$ cat src/rtl/reso_pkg.sv
package reso_pkg;
    typedef enum logic [1:0] {
        ADC_IDLE,
        ADC_CONV,
        ADC_WAIT,
        ADC_READ
    } adc_st_t;

    typedef enum logic [2:0] {
        SW_INIT,
        SW_COARSE,
        SW_CEND,
        SW_FINE,
        SW_FEND,
        SW_RUN
    } sw_st_t;
endpackage

$ cat src/rtl/reso_adc_seq.sv
module reso_adc_seq
    import reso_pkg::*;
#(
    parameter int DIV = 2,
    parameter int DW  = 8
) (
    input  logic          clk,
    input  logic          rst_n,
    input  logic          intr_n,
    input  logic [DW-1:0] data_in,
    output logic          cs_n,
    output logic          wr_n,
    output logic          rd_n,
    output logic [DW-1:0] smp,
    output logic          smp_vld
);
    localparam int CW = $clog2(DIV + 1);

    typedef struct packed {
        adc_st_t       st;
        logic [CW-1:0] cnt;
        logic          cs_n;
        logic          wr_n;
        logic          rd_n;
        logic [DW-1:0] smp;
        logic          vld;
    } seq_t;

    seq_t q, d;
    logic tick;

    always_comb begin
        d    = q;
        d.vld = 1'b0;
        tick = (q.cnt == '0);
        d.cnt = tick ? CW'(DIV - 1) : q.cnt - 1'b1;
        unique case (q.st)
            ADC_IDLE: if (tick) d.st = ADC_CONV;
            ADC_CONV: if (tick) d.st = ADC_WAIT;
            ADC_WAIT: if (tick && !intr_n) d.st = ADC_READ;
            ADC_READ: if (tick) begin
                d.smp = data_in;
                d.vld = 1'b1;
                d.st  = ADC_IDLE;
            end
            default:  d.st = ADC_IDLE;
        endcase
        d.cs_n = (d.st == ADC_IDLE);
        d.wr_n = (d.st != ADC_CONV);
        d.rd_n = (d.st != ADC_READ);
    end

    always_ff @(posedge clk or negedge rst_n) begin
        if (!rst_n) begin
            q.st   <= ADC_IDLE;
            q.cnt  <= CW'(DIV - 1);
            q.cs_n <= 1'b1;
            q.wr_n <= 1'b1;
            q.rd_n <= 1'b1;
            q.smp  <= '0;
            q.vld  <= 1'b0;
        end else begin
            q <= d;
        end
    end

    assign cs_n    = q.cs_n;
    assign wr_n    = q.wr_n;
    assign rd_n    = q.rd_n;
    assign smp     = q.smp;
    assign smp_vld = q.vld;

    assert_rd_wr_excl_R2: assert property (@(posedge clk) disable iff (!rst_n)
        !(!rd_n && !wr_n));
    assert_rd_inside_cs_R2: assert property (@(posedge clk) disable iff (!rst_n)
        !rd_n |-> !cs_n);
    assert_rd_after_intr_R2: assert property (@(posedge clk) disable iff (!rst_n)
        $fell(rd_n) |-> !$past(intr_n));
endmodule

$ cat src/rtl/reso_accum.sv
module reso_accum #(
    parameter int DW     = 8,
    parameter int WINDOW = 4,
    parameter int SW     = 11
) (
    input  logic          clk,
    input  logic          rst_n,
    input  logic          clr,
    input  logic [DW-1:0] smp,
    input  logic          smp_vld,
    output logic [SW-1:0] sum,
    output logic          sum_vld
);
    localparam int NW = $clog2(WINDOW + 1);

    typedef struct packed {
        logic [NW-1:0] cnt;
        logic [SW-1:0] acc;
        logic [SW-1:0] res;
        logic          vld;
    } acc_t;

    acc_t q, d;

    always_comb begin
        d     = q;
        d.vld = 1'b0;
        if (clr) begin
            d.cnt = '0;
            d.acc = '0;
        end else if (smp_vld) begin
            if (q.cnt == NW'(WINDOW - 1)) begin
                d.res = q.acc + SW'(smp);
                d.vld = 1'b1;
                d.cnt = '0;
                d.acc = '0;
            end else begin
                d.acc = q.acc + SW'(smp);
                d.cnt = q.cnt + 1'b1;
            end
        end
    end

    always_ff @(posedge clk or negedge rst_n) begin
        if (!rst_n) q <= '0;
        else        q <= d;
    end

    assign sum     = q.res;
    assign sum_vld = q.vld;

    assert_window_bound_R3: assert property (@(posedge clk) disable iff (!rst_n)
        q.cnt < NW'(WINDOW));
    assert_clear_restarts_R3: assert property (@(posedge clk) disable iff (!rst_n)
        clr |=> (q.cnt == '0) && !sum_vld);
endmodule

$ cat src/rtl/reso_peak.sv
module reso_peak #(
    parameter int SW = 11,
    parameter int PW = 16
) (
    input  logic          clk,
    input  logic          rst_n,
    input  logic          clr,
    input  logic [PW-1:0] start_period,
    input  logic          sum_vld,
    input  logic [SW-1:0] sum,
    input  logic [PW-1:0] period,
    output logic [PW-1:0] best
);
    typedef struct packed {
        logic [SW-1:0] max;
        logic [PW-1:0] best;
    } pk_t;

    pk_t q, d;

    always_comb begin
        d = q;
        if (clr) begin
            d.max  = '0;
            d.best = start_period;
        end else if (sum_vld && (sum > q.max)) begin
            d.max  = sum;
            d.best = period;
        end
    end

    always_ff @(posedge clk or negedge rst_n) begin
        if (!rst_n) q <= '0;
        else        q <= d;
    end

    assign best = q.best;

    assert_max_grows_R4: assert property (@(posedge clk) disable iff (!rst_n)
        (sum_vld && !clr) |=> (q.max >= $past(q.max)));
    assert_tie_keeps_R4: assert property (@(posedge clk) disable iff (!rst_n)
        (sum_vld && !clr && (sum <= q.max)) |=> $stable(best));
endmodule

$ cat src/rtl/reso_sweep_tracker.sv
module reso_sweep_tracker
    import reso_pkg::*;
#(
    parameter int PW          = 16,
    parameter int DW          = 8,
    parameter int DIV         = 32,
    parameter int WINDOW      = 16,
    parameter int P_MIN       = 1000,
    parameter int P_MAX       = 1100,
    parameter int COARSE_STEP = 10,
    parameter int FINE_STEP   = 1,
    parameter int EDGE_MARGIN = 20,
    parameter int RUN_LEN     = 50000000
) (
    input  logic          clk,
    input  logic          rst_n,
    input  logic          adc_intr_n,
    input  logic [DW-1:0] adc_data,
    output logic          adc_cs_n,
    output logic          adc_wr_n,
    output logic          adc_rd_n,
    output logic [PW-1:0] drive_period,
    output logic          drive_period_vld,
    output logic          locked
);
    localparam int SW = DW + $clog2(WINDOW + 1);
    localparam int RW = $clog2(RUN_LEN + 1);
    localparam logic [PW-1:0] LO_EDGE = PW'(P_MIN + EDGE_MARGIN);
    localparam logic [PW-1:0] HI_EDGE = PW'(P_MAX - EDGE_MARGIN);

    typedef struct packed {
        sw_st_t        st;
        logic [PW-1:0] period;
        logic [PW-1:0] lo;
        logic [PW-1:0] hi;
        logic [RW-1:0] run_cnt;
        logic          vld;
    } trk_t;

    trk_t q, d;
    logic          acc_clr, pk_clr;
    logic [PW-1:0] pk_start, best, centre;
    logic [DW-1:0] smp;
    logic          smp_vld, sum_vld;
    logic [SW-1:0] sum;

    reso_adc_seq #(.DIV(DIV), .DW(DW)) u_seq (
        .clk, .rst_n, .intr_n(adc_intr_n), .data_in(adc_data),
        .cs_n(adc_cs_n), .wr_n(adc_wr_n), .rd_n(adc_rd_n),
        .smp, .smp_vld
    );

    reso_accum #(.DW(DW), .WINDOW(WINDOW), .SW(SW)) u_acc (
        .clk, .rst_n, .clr(acc_clr), .smp, .smp_vld, .sum, .sum_vld
    );

    reso_peak #(.SW(SW), .PW(PW)) u_peak (
        .clk, .rst_n, .clr(pk_clr), .start_period(pk_start),
        .sum_vld, .sum, .period(q.period), .best
    );

    always_comb begin
        d        = q;
        d.vld    = 1'b0;
        acc_clr  = 1'b0;
        pk_clr   = 1'b0;
        pk_start = PW'(P_MIN);
        centre   = (best < LO_EDGE) ? LO_EDGE :
                   (best > HI_EDGE) ? HI_EDGE : best;
        unique case (q.st)
            SW_INIT: begin
                d.st     = SW_COARSE;
                d.period = PW'(P_MIN);
                d.vld    = 1'b1;
                acc_clr  = 1'b1;
                pk_clr   = 1'b1;
            end
            SW_COARSE: if (sum_vld) begin
                if (({1'b0, q.period} + (PW+1)'(COARSE_STEP)) > (PW+1)'(P_MAX)) begin
                    d.st = SW_CEND;
                end else begin
                    d.period = q.period + PW'(COARSE_STEP);
                    d.vld    = 1'b1;
                    acc_clr  = 1'b1;
                end
            end
            SW_CEND: begin
                d.lo     = centre - PW'(EDGE_MARGIN);
                d.hi     = centre + PW'(EDGE_MARGIN);
                d.period = centre - PW'(EDGE_MARGIN);
                d.vld    = 1'b1;
                d.st     = SW_FINE;
                acc_clr  = 1'b1;
                pk_clr   = 1'b1;
                pk_start = centre - PW'(EDGE_MARGIN);
            end
            SW_FINE: if (sum_vld) begin
                if (({1'b0, q.period} + (PW+1)'(FINE_STEP)) > {1'b0, q.hi}) begin
                    d.st = SW_FEND;
                end else begin
                    d.period = q.period + PW'(FINE_STEP);
                    d.vld    = 1'b1;
                    acc_clr  = 1'b1;
                end
            end
            SW_FEND: begin
                d.period  = best;
                d.vld     = 1'b1;
                d.run_cnt = RW'(RUN_LEN - 1);
                d.st      = SW_RUN;
            end
            SW_RUN: begin
                if (q.run_cnt == '0) begin
                    d.st     = SW_COARSE;
                    d.period = PW'(P_MIN);
                    d.vld    = 1'b1;
                    acc_clr  = 1'b1;
                    pk_clr   = 1'b1;
                end else begin
                    d.run_cnt = q.run_cnt - 1'b1;
                end
            end
            default: d.st = SW_INIT;
        endcase
    end

    always_ff @(posedge clk or negedge rst_n) begin
        if (!rst_n) begin
            q.st      <= SW_INIT;
            q.period  <= PW'(P_MIN);
            q.lo      <= PW'(P_MIN);
            q.hi      <= PW'(P_MAX);
            q.run_cnt <= '0;
            q.vld     <= 1'b0;
        end else begin
            q <= d;
        end
    end

    assign drive_period     = q.period;
    assign drive_period_vld = q.vld;
    assign locked           = (q.st == SW_RUN);

    assert_period_in_band_R5: assert property (@(posedge clk) disable iff (!rst_n)
        (drive_period >= PW'(P_MIN)) && (drive_period <= PW'(P_MAX)));
    assert_fine_window_R7: assert property (@(posedge clk) disable iff (!rst_n)
        (q.st == SW_FINE) |-> (drive_period >= q.lo) && (drive_period <= q.hi)
                              && ((q.hi - q.lo) == PW'(2 * EDGE_MARGIN)));
    assert_fine_centre_R6: assert property (@(posedge clk) disable iff (!rst_n)
        (q.st == SW_FINE) |-> (q.lo >= PW'(P_MIN)) && (q.hi <= PW'(P_MAX)));
    assert_run_hold_R8: assert property (@(posedge clk) disable iff (!rst_n)
        (locked && $past(locked)) |-> $stable(drive_period));
    assert_change_flagged_R10: assert property (@(posedge clk) disable iff (!rst_n)
        !$stable(drive_period) |-> drive_period_vld);
endmodule

$ cat config.mk
export PLATFORM = sky130hd
export DESIGN_NAME = reso_sweep_tracker
export DESIGN_NICKNAME = d
export VERILOG_FILES = /design/src/rtl/reso_pkg.sv /design/src/rtl/reso_adc_seq.sv /design/src/rtl/reso_accum.sv /design/src/rtl/reso_peak.sv /design/src/rtl/reso_sweep_tracker.sv
export SDC_FILE = /design/constraint.sdc
export NUM_CORES = 1
export LEC_CHECK = 0
export BUFFER_PORTS_ARGS = -buffer_cell sky130_fd_sc_hd__buf_2
export CAP_MARGIN = 20
export CORE_UTILIZATION = 40
export DETAILED_ROUTE_END_ITERATION = 12
export PLACE_DENSITY_LB_ADDON = 0.05
export SLEW_MARGIN = 5
export SYNTH_ARGS = -nofsm -noshare
export SYNTH_HDL_FRONTEND = slang
export SYNTH_SLANG_ARGS = --single-unit
$ cat constraint.sdc
create_clock -name clk -period 5.1 [get_ports clk]
set_input_delay 0.51 -clock clk [delete_from_list [all_inputs] [get_ports clk]]
set_output_delay 0.51 -clock clk [all_outputs]
set_load 0.03 [all_outputs]
# Yosys cells after proc, flatten, opt, wreduce, memory -nomap -nowiden
# Cells that the tools add are included.
# op_classes
addsub	10
order_cmp	5
n_eq_ne	19
mux	37
bitwise	1
n_reduce_logical	19
# ops
op	count
case mux 16 bit (6 select lines)	1
2-to-1 mux 16 bit	5
2-to-1 mux 29 bit	2
2-to-1 mux 19 bit	3
case mux 26 bit (2 select lines)	1
2-to-1 mux 18 bit	2
2-to-1 mux 32 bit	1
logical NOT 26 bit	1
2-to-1 mux 26 bit	1
subtractor 26 x 1 -> 26 bit (second input constant)	1
case mux 3 bit (6 select lines)	1
adder 16 x 1 -> 17 bit (second input constant)	1
adder 16 x 4 -> 17 bit (second input constant)	1
> comparator 17 x 11 -> 1 bit (second input constant)	1
> comparator 17 x 16 -> 1 bit	1
adder 16 x 1 -> 16 bit (second input constant)	1
adder 16 x 4 -> 16 bit (second input constant)	1
adder 16 x 5 -> 16 bit (second input constant)	1
> comparator 16 x 11 -> 1 bit (second input constant)	1
< comparator 16 x 10 -> 1 bit (second input constant)	1
subtractor 16 x 5 -> 16 bit (second input constant)	1
2-to-1 mux 14 bit	1
adder 13 x 8 -> 13 bit	1
> comparator 13 bit	1
other kinds (31)	59
# totals
regBits	143
inputBits	11
output_inout_bits	21
wordCells	109

# Depth between registers and ports, before layout
# Gate-level depths: netlist of the first run.
# logic_depth
word_depth	7
depth_mapped	17

# Hierarchy
# A second synthesis of the first run with hierarchy kept.
# hier_totals
cells_unflattened	1022
hier_area_um2	9451.6
# by_module_without_submodules
mod	instances	cells_each	area_each_um2	seq_area_each_um2
reso_sweep_tracker	1	564	4668.2	1564.0
reso_peak	1	198	2064.5	725.7
reso_accum	1	190	1836.8	800.8
reso_adc_seq	1	70	882.1	510.5

# Least setup slack after synthesis of the first run
# OpenSTA, ideal clock, no wires.
# synth_timing
path_kind	flip-flop to flip-flop
startpoint	register, netlist name drive_period[6]
endpoint	register u_acc.q, in the netlist u_acc.sum[10]
setup_time_ns	0.125
arrival_ns	3.581
t_required_ns	4.975
setup_slack_ns	1.394
path_stages_with_launch	17
synth_period_minus_slack_ns	3.706
path_cell_list	dfstp_2 -> buf_2 -> nand4_2 -> or3_1 -> nor2_1 -> xor2_1 -> ha_1 -> nand4_1 -> nor3_1 -> a21boi_0 -> o31ai_1 -> a21oi_1 -> nand2_2 -> or3_1 -> buf_4 -> buf_6 -> mux2_4
# synth_between
elab_chain_len	7
word_cells_on_any_way	11
cone_classes	2 x add/sub; 2 x order compare; 5 x mux; 1 x bitwise; 1 x reduce/logical
# synth_rtl
item	line_no	source
adder 16 x 1 -> 17 bit / adder 16 x 4 -> 17 bit (equally long branches)	reso_sweep_tracker.sv:98, reso_sweep_tracker.sv:79	
> comparator 17 x 16 -> 1 bit / > comparator 17 x 11 -> 1 bit (equally long branches)	reso_sweep_tracker.sv:98, reso_sweep_tracker.sv:79	
2-to-1 mux 1 bit, on equally long branches	reso_sweep_tracker.sv:98, reso_sweep_tracker.sv:79	
2-to-1 mux 1 bit, on equally long branches	reso_sweep_tracker.sv:97, reso_sweep_tracker.sv:78	
case mux 1 bit (4 select lines) *	reso_sweep_tracker.sv:70	unique case (q.st)
inverter 1 bit (no line) *	n/a	
AND reduction 3 bit (no line) *	n/a	
end signal, assigned	reso_accum.sv:45	if (!rst_n) q <= '0;
end signal, assigned	reso_accum.sv:46	else q <= d;
end, declared	reso_accum.sv:23	acc_t q, d;
# Mark *: on every way between the ends. The rest lies on a longest branch, timed or not.
# A chain may end at the register's enable or synchronous reset.

# Worst setup path after layout of the first run
# layout_timing
startpoint	register, netlist name drive_period[1]
endpoint	register, netlist name drive_period[12]
# layout_between
elab_chain_len	4
word_cells_on_any_way	14
cone_classes	4 x add/sub; 2 x order compare; 2 x eq/ne; 5 x mux; 1 x reduce/logical
# layout_rtl
item	line_no	source
adder 16 x 1 -> 17 bit (tied with other cells)	reso_sweep_tracker.sv:98	if (({1'b0, q.period} + (PW+1)'(FINE_STEP)) > {1'b0, q.hi}) begin
> comparator 17 x 16 -> 1 bit (tied with other cells)	reso_sweep_tracker.sv:98	
inequality test 2 bit (no line) (tied with other cells)	n/a	
AND reduction 6 bit (no line) / case mux 16 bit (6 select lines) (equally long branches)	n/a	
# Several ways; a longest one is shown, not always the timed one. The select of a mux whose other input is x is not followed.

==> qor.csv, run 1 <==
stage,metric,value,unit
status,run status,"complete, no violations",
sta,Worst Max-Slew Pin Slew,1040,ps
synth,count of yosys warnings during synthesis,0,
power_and_ir_drop,largest voltage drop on the vdd net,0.000190,V
synth,post-synthesis share of cell area spent on xor and xnor gates,0.0650,
worst_setup_path,largest driver fanout on the critical path,13,
placement,placed cell area,8790,µm²
synth,most repeated cell in the gate-level netlist after synthesis,dfrtp_1,
final_layout,area of combinational cells with multiple inputs,4400,µm²
sta,setup repair after global routing missed its margin,false,
power_and_ir_drop,switching portion of total power,0.249,
cts,Num CTS Buffers,17,
worst_setup_path,Crit-path slowest cell,nor2_1,
cts,deepest level of the CTS H-tree,4,
sta,final clock period utilization by the worst path,0.875,
sta,setup skew after layout,11.2,ps
cts,post-cts gate resize count,0,
synth,register area share after synthesis,0.424,
cts,register clock-pin slew on the reported worst setup and hold paths,60,ps
power_and_ir_drop,Net Sw Power,593,µW
worst_setup_path,"Arr. time, crit path",4820,ps
worst_setup_path,crit path capture type,register,
placement,RD Place Congestion,0.878,
power_and_ir_drop,leakage power,4.39,nW
power_and_ir_drop,power density of the placed cells,255,nW/µm²
synth,Synth Cell Area,8480,µm²
global_route,maximum number of pins on one net before global-route repair,89,
synth,adder and majority cell fraction of the synthesized area,0.0687,
cts,clock tree from TritonCTS,built,
cts,clk sink count,143,
floorplan,effective utilization at floorplan,0.414,
worst_setup_path,kind of critical path,register to register,
route,DR WL/cell,18.4,µm
cts,clock tree root buffer cell,clkbuf_16,
synth,main combinational cell family by area after synthesis,simple AND/OR/NAND/NOR gates,
route,drt via density,5.52,
cts,number of buffers on the longest clock path,2,
synth,fraction of synthesized area in multiplexers,0.0441,
global_route,global-route total usage across every layer,0.219,
sta,fmax,224,MHz
synth,Netlist cell types,76,
floorplan,total core area,20500,µm²
cts,number of buffers inserted by post-CTS setup repair,0,
synth,Post-synth EDFFs,0,
sta,max-slew violation total from the final report,0,
route,routed via count,6674,
synth,gate count of the mapped netlist,917,
synth,main area contributors after synthesis,"dfrtp_1, ha_1, dfstp_2",
power_and_ir_drop,sequential power share,0.477,
final_layout,count of nets after finishing,982,
placement,number of buffers inserted by port buffering,31,
worst_setup_path,CP startpoint kind,register,
synth,"Top FF cell, synth",dfrtp_1,
synth,"synthesized-area fraction occupied by ao, oa, aoi and oai cells",0.148,
route,routed wire length,22300,µm
power_and_ir_drop,internal power consumption,1.79,mW
route,post-route antenna net violation count,0,
sta,post-route minimum period,4460,ps
global_route,total overflow reported by the global router,0,
worst_setup_path,Slowest Stage Delay on Critical Path,640,ps
floorplan,row count,52,
route,drt first-iter violations,484,
final_layout,footprint of the flip-flops and latches,3600,µm²
hold_path,Hold Crit Class,input pin to asynchronous set/reset pin,
floorplan,Die Ht,148,µm
run,number of max-cap violations,0,
placement,post-detail-place hpwl,15600,µm
cts,hold buffer count at cts,0,
synth,"FF+latch count, synth",143,
final_layout,share of post-route cells with drive strength above 1,0.132,
synth,list of most frequent post-synthesis cells,"dfrtp_1, nand2_1, nor2_1",
sta,final total negative setup slack,0,ps
synth,synthesized net count,974,
power_and_ir_drop,relative contribution of the clock network to total power,0.511,
synth,asr flop ratio synth,1.00,
final_layout,post-route design area,9360,µm²
sta,worst hold-check slack,113,ps
worst_setup_path,required time of the critical path,5460,ps
global_route,antenna violations before repair,0,
cts,clock latency on the worst-skew pair,430,ps
sta,headroom to the max-slew limit,0.305,
synth,Synth top area share,0.369,
final_layout,number of fill cells,1978,
sta,final hold viol count,0,
route,iteration count of the initial detailed-routing pass,8,
final_layout,Antenna Diode Count,0,
synth,per-instance average area after synthesis,9.25,µm²
synth,Synth Area in Simple Gates,0.192,
final_layout,synth-to-layout area growth,10.3,%
worst_setup_path,worst-path cell chain,ha_1 > nand3_1 > or3_1 > nor2_1 > xor2_1 > ha_1 > nand4_1 > nor3_1 > a21boi_0 > o31ai_1 > a21oi_1 > nand2_2 > nor2_1 > buf_4 > a22o_1,
synth,cell type with the highest aggregate area in the netlist,dfrtp_1,
floorplan,number of top-level design ports,32,
route,DRC errors left,0,
power_and_ir_drop,Logic pwr share,0.012,
global_route,number of global-route vias before repair,6787,
floorplan,Die ar.,21800,µm²
global_route,global-route wire length before repair,37000,µm
sta,final setup violation count,0,
floorplan,Die X,148,µm
[registers in the layout, summed over array words and instances (netlist names), 8 cells and up]
| name | flops |
|---|---|
| q | 45 |
| u_acc.q | 18 |
| u_acc.sum | 13 |
| u_peak.best | 16 |
| u_seq.smp | 8 |
| drive_period | 16 |
| u_peak.q | 13 |
| u_seq.q | 8 |
[power groups by stage]
| stage | logic (mW) | clock network (mW) | registers (mW) |
|---|---|---|---|
| after floorplan | 0.00107 | 0 | 1.16 |
| after global placement | 0.0305 | 0 | 1.16 |
| after CTS | 0.0315 | 1.26 | 1.14 |
| after detailed placement | 0.0314 | 0 | 1.16 |
| after global routing | 0.0346 | 1.30 | 1.14 |
| final | 0.0291 | 1.22 | 1.14 |
[routing by layer]
layer,GRT usage,share of wire,vias to the layer above
met4,0.0763,0.022,0
met5,0,0,-
met2,0.347,0.46,169
li1,-,-,3228
met1,0.296,0.48,3250
met3,0.0469,0.044,27
[critical path: cells and delay by family (launching register included)]
family	cells	cell delay, ps
simple gates	7	2050
compound gates	4	770
fa+ha+maj	2	700
flops	1	500
buf+inv	1	290
xor+xnor	1	100
[through the flow]
step | cells | power [mW] | worst slack (ps) | utilization
3_3_place_gp | 1176 | 1.19 | 865 | 0.429
3_5_place_dp | 1176 | 1.19 | 698 | 0.429
4_1_cts | 1208 | 2.42 | 670 | 0.457
6_report | 1208 | 2.38 | 638 | 0.457
2_1_floorplan | 917 | 1.16 | 1390 | -
5_1_grt | 1208 | 2.47 | 332 | 0.457
[placed cells by master (no fill, tap or decap), types with 12 or more instances in the layout]
cell type	count
dfrtp_1	125
nand2_1	97
nor2_1	93
a21oi_1	52
inv_1	50
ha_1	45
xnor2_1	43
o21ai_0	36
buf_2	30
nand3_1	26
nor3_1	22
xor2_1	20
dfstp_2	18
clkbuf_16	17
mux2i_1	16
or3_1	15
nor2b_1	15
nand4_1	14
a22oi_1	14
buf_4	13
nand2b_1	12
[cell families after synthesis]
family,count (synthesis)
compound gates,188
buf+inv,106
flops,143
fa+ha+maj,46
simple gates,339
xor+xnor,63
mux,32
[area by class of cell]
| type | instances | share of cell area |
|---|---|---|
| clock buffer | 17 | 0.0455 |
| clock inverter | 15 | 0.0152 |
| inverter | 51 | 0.0205 |
| multi-input combinational | 668 | 0.470 |
| sequential | 143 | 0.385 |
| tap | 270 | 0.0361 |
| timing repair buffer | 44 | 0.0277 |
[final timing paths]
path	from	to	slack, ps	cells after the start
setup / recovery	drive_period[1]	drive_period[12]	640	15
max in group asynchronous	rst_n	u_acc.sum[11]	3770	2
hold / removal	rst_n	q[34]	110	1
hold reg to reg	u_seq.q[12]	u_seq.q[12]	460	1
min in group clk	adc_data[2]	u_seq.smp[2]	270	3
setup reg to reg	drive_period[1]	drive_period[12]	640	15
No activity file was read; power rests on OpenSTA's default activity.
==> run 2: changes to the inputs <==
--- a/config.mk
+++ b/config.mk
@@ -9,6 +9,7 @@
 export CAP_MARGIN = 20
 export CORE_UTILIZATION = 40
 export DETAILED_ROUTE_END_ITERATION = 12
+export MAX_ROUTING_LAYER = met4
 export PLACE_DENSITY_LB_ADDON = 0.05
 export SLEW_MARGIN = 5
 export SYNTH_ARGS = -nofsm -noshare
==> run 2 against run 1 <==
- first-iteration DRC count up 19%
- worst setup slack better by 14 ps
- combinational power up 1%
- via count up 1.1%
- fmax up 0.32%
- sequential share of layout area down 0.18 points
- worst hold slack better by 61 ps
- die area unchanged
- critical path depth unchanged
- clock power up 6%
- core utilization up 0.21 points
- power up 3.0%
- critical path type unchanged
- largest power group unchanged
==> qor.csv, run 2 (synthesis gave the netlist of run 1 again) <==
stage,metric,value,unit
final_layout,most common library cell in the layout ignoring fill and taps,dfrtp_1,
cts,clock tree root buffer cell,clkbuf_16,
placement,RD Place Congestion,0.923,
sta,max-slew violation total from the final report,0,
power_and_ir_drop,sequential power share,0.463,
route,routed via count,6747,
cts,register clock-pin slew on the reported worst setup and hold paths,70,ps
worst_setup_path,kind of critical path,register to register,
worst_setup_path,R2R Path Start,drive_period[1],
power_and_ir_drop,Logic pwr share,0.012,
cts,Num CTS Buffers,17,
floorplan,Die ar.,21800,µm²
worst_setup_path,critical path capture point,u_acc.sum[0],
global_route,global-route wire length before repair,36700,µm
power_and_ir_drop,internal power consumption,1.89,mW
worst_setup_path,reg-to-reg critical path endpoint,u_acc.sum[0],
route,drt first-iter violations,577,
power_and_ir_drop,switching portion of total power,0.231,
cts,number of buffers inserted by post-CTS setup repair,0,
final_layout,register containing the most flip-flops in the final layout,q,
floorplan,total core area,20500,µm²
floorplan,effective utilization at floorplan,0.414,
power_and_ir_drop,leakage power,4.41,nW
global_route,number of global-route vias before repair,6789,
hold_path,Hold Crit Class,input pin to asynchronous set/reset pin,
worst_setup_path,CP startpoint kind,register,
run,number of max-cap violations,0,
final_layout,share of the core filled with cells,0.459,
worst_setup_path,required time of the critical path,5420,ps
worst_setup_path,R2R setup slack,650,ps
worst_setup_path,crit path capture type,register,
power_and_ir_drop,total chip power,2.46,mW
final_layout,count of nets after finishing,981,
sta,headroom to the max-slew limit,0.276,
final_layout,share of post-route cells with drive strength above 1,0.131,
global_route,antenna violations before repair,0,
cts,clk sink count,143,
cts,clock tree from TritonCTS,built,
cts,deepest level of the CTS H-tree,4,
power_and_ir_drop,Net Sw Power,567,µW
route,DRC errors left,0,
cts,hold buffer count at cts,0,
route,post-route antenna net violation count,0,
sta,setup skew after layout,13.9,ps
worst_setup_path,startpoint of the most critical setup path,drive_period[1],
sta,fmax,225,MHz
sta,final total negative setup slack,0,ps
route,routed wire length,22000,µm
global_route,busiest metal layer after global routing,met2,
route,iteration count of the initial detailed-routing pass,7,
global_route,met2 usage in global routing,0.346,
global_route,global-route total usage across every layer,0.224,
cts,number of buffers on the longest clock path,2,
worst_setup_path,"Arr. time, crit path",4760,ps
floorplan,number of top-level design ports,32,
cts,clock latency on the worst-skew pair,440,ps
final_layout,synth-to-layout area growth,10.8,%
worst_setup_path,largest driver fanout on the critical path,14,
sta,Worst Max-Slew Pin Slew,1080,ps
status,run status,"complete, no violations",
global_route,maximum number of pins on one net before global-route repair,97,
sta,setup repair after global routing missed its margin,false,
floorplan,row count,52,
final_layout,Antenna Diode Count,0,
final_layout,biggest registers after layout,"q (45), u_acc.q (18)",
placement,number of buffers inserted by port buffering,31,
power_and_ir_drop,power density of the placed cells,261,nW/µm²
cts,post-cts gate resize count,0,
route,drt via density,5.59,
worst_setup_path,Reg2Reg Depth,15,
global_route,total overflow reported by the global router,0,
floorplan,Die Ht,148,µm
final_layout,most used cells in the layout excluding fill and tap cells,"dfrtp_1, nand2_1, nor2_1, a21oi_1, inv_1",
sta,final setup violation count,0,
placement,post-detail-place hpwl,15500,µm
sta,final clock period utilization by the worst path,0.872,
global_route,met1 capacity usage during global routing,0.297,
route,DR WL/cell,18.2,µm
power_and_ir_drop,largest voltage drop on the vdd net,0.000184,V
sta,final hold viol count,0,
power_and_ir_drop,relative contribution of the clock network to total power,0.525,
global_route,met3 Usage GRT,0.0423,
floorplan,Die X,148,µm
sta,post-route minimum period,4450,ps
final_layout,max FFs per register,45,
-- run 2: changes by cell type in the layout (fill, tap and decap cells not counted), sizes merged --
| cell | delta |
|---|---|
| buf | -1 |
| clkbuf | +5 |
| clkinv | +2 |
| inv | -7 |
-- run 2: stage by stage --
stage	hold WS [ps]	worst slack, ps	instance area (µm²)	std cells
4_1_cts	206	712	9400	1207
2_1_floorplan	214	1390	8480	917
6_report	174	652	9400	1207
5_1_grt	247	329	9400	1207
3_3_place_gp	439	580	8770	1174
3_5_place_dp	447	732	8790	1175
-- run 2: cell type report --
type                    count  area, µm²
clock buffers              22        528
clock inverters            10       87.6
fillers                  1967      11100
inverters                  51        191
multi-input cells         668       4400
flip-flops and latches    143       3600
well taps                 270        338
repair buffers             43        255
-- run 2: worst min-delay path by stage --
stage                      from               to  slack (ps)  cells after the start
floorplan                 rst_n  drive_period[0]         210                      0
global placement    u_seq.q[12]      u_seq.q[12]         440                      1
detailed placement  u_seq.q[12]      u_seq.q[12]         450                      1
CTS                       rst_n  drive_period[4]         210                      1
global route              rst_n            q[34]         250                      1
finish                    rst_n            q[34]         170                      1
-- run 2: critical path, stage by stage, from the launching register on --
cell and delay, ps:
dfrtp_1 510, ha_1 370, nand3_1 190, or3_1 470, nor2_1 160, xor2_1 220, ha_1 280, nand4_1 120
nor2_1 50, a211o_1 260, o31ai_1 470, a21oi_1 160, nand2_2 280, or3_1 160, buf_4 250, mux2_2 360
-- run 2: routing by layer --
metal  wire length [µm]  part of all wire
met1              10500              0.48
met2               9940              0.45
met3               1030             0.047
met4                537             0.024
met5                  0                 0
-- run 2: power by group through the flow --
stage | Clock [mW] | Combinational (mW) | Sequential, mW
5_1_grt | 1.37 | 0.0350 | 1.14
3_3_place_gp | 0 | 0.0310 | 1.16
3_5_place_dp | 0 | 0.0315 | 1.16
2_1_floorplan | 0 | 0.00107 | 1.16
6_report | 1.29 | 0.0295 | 1.14
4_1_cts | 1.31 | 0.0317 | 1.14
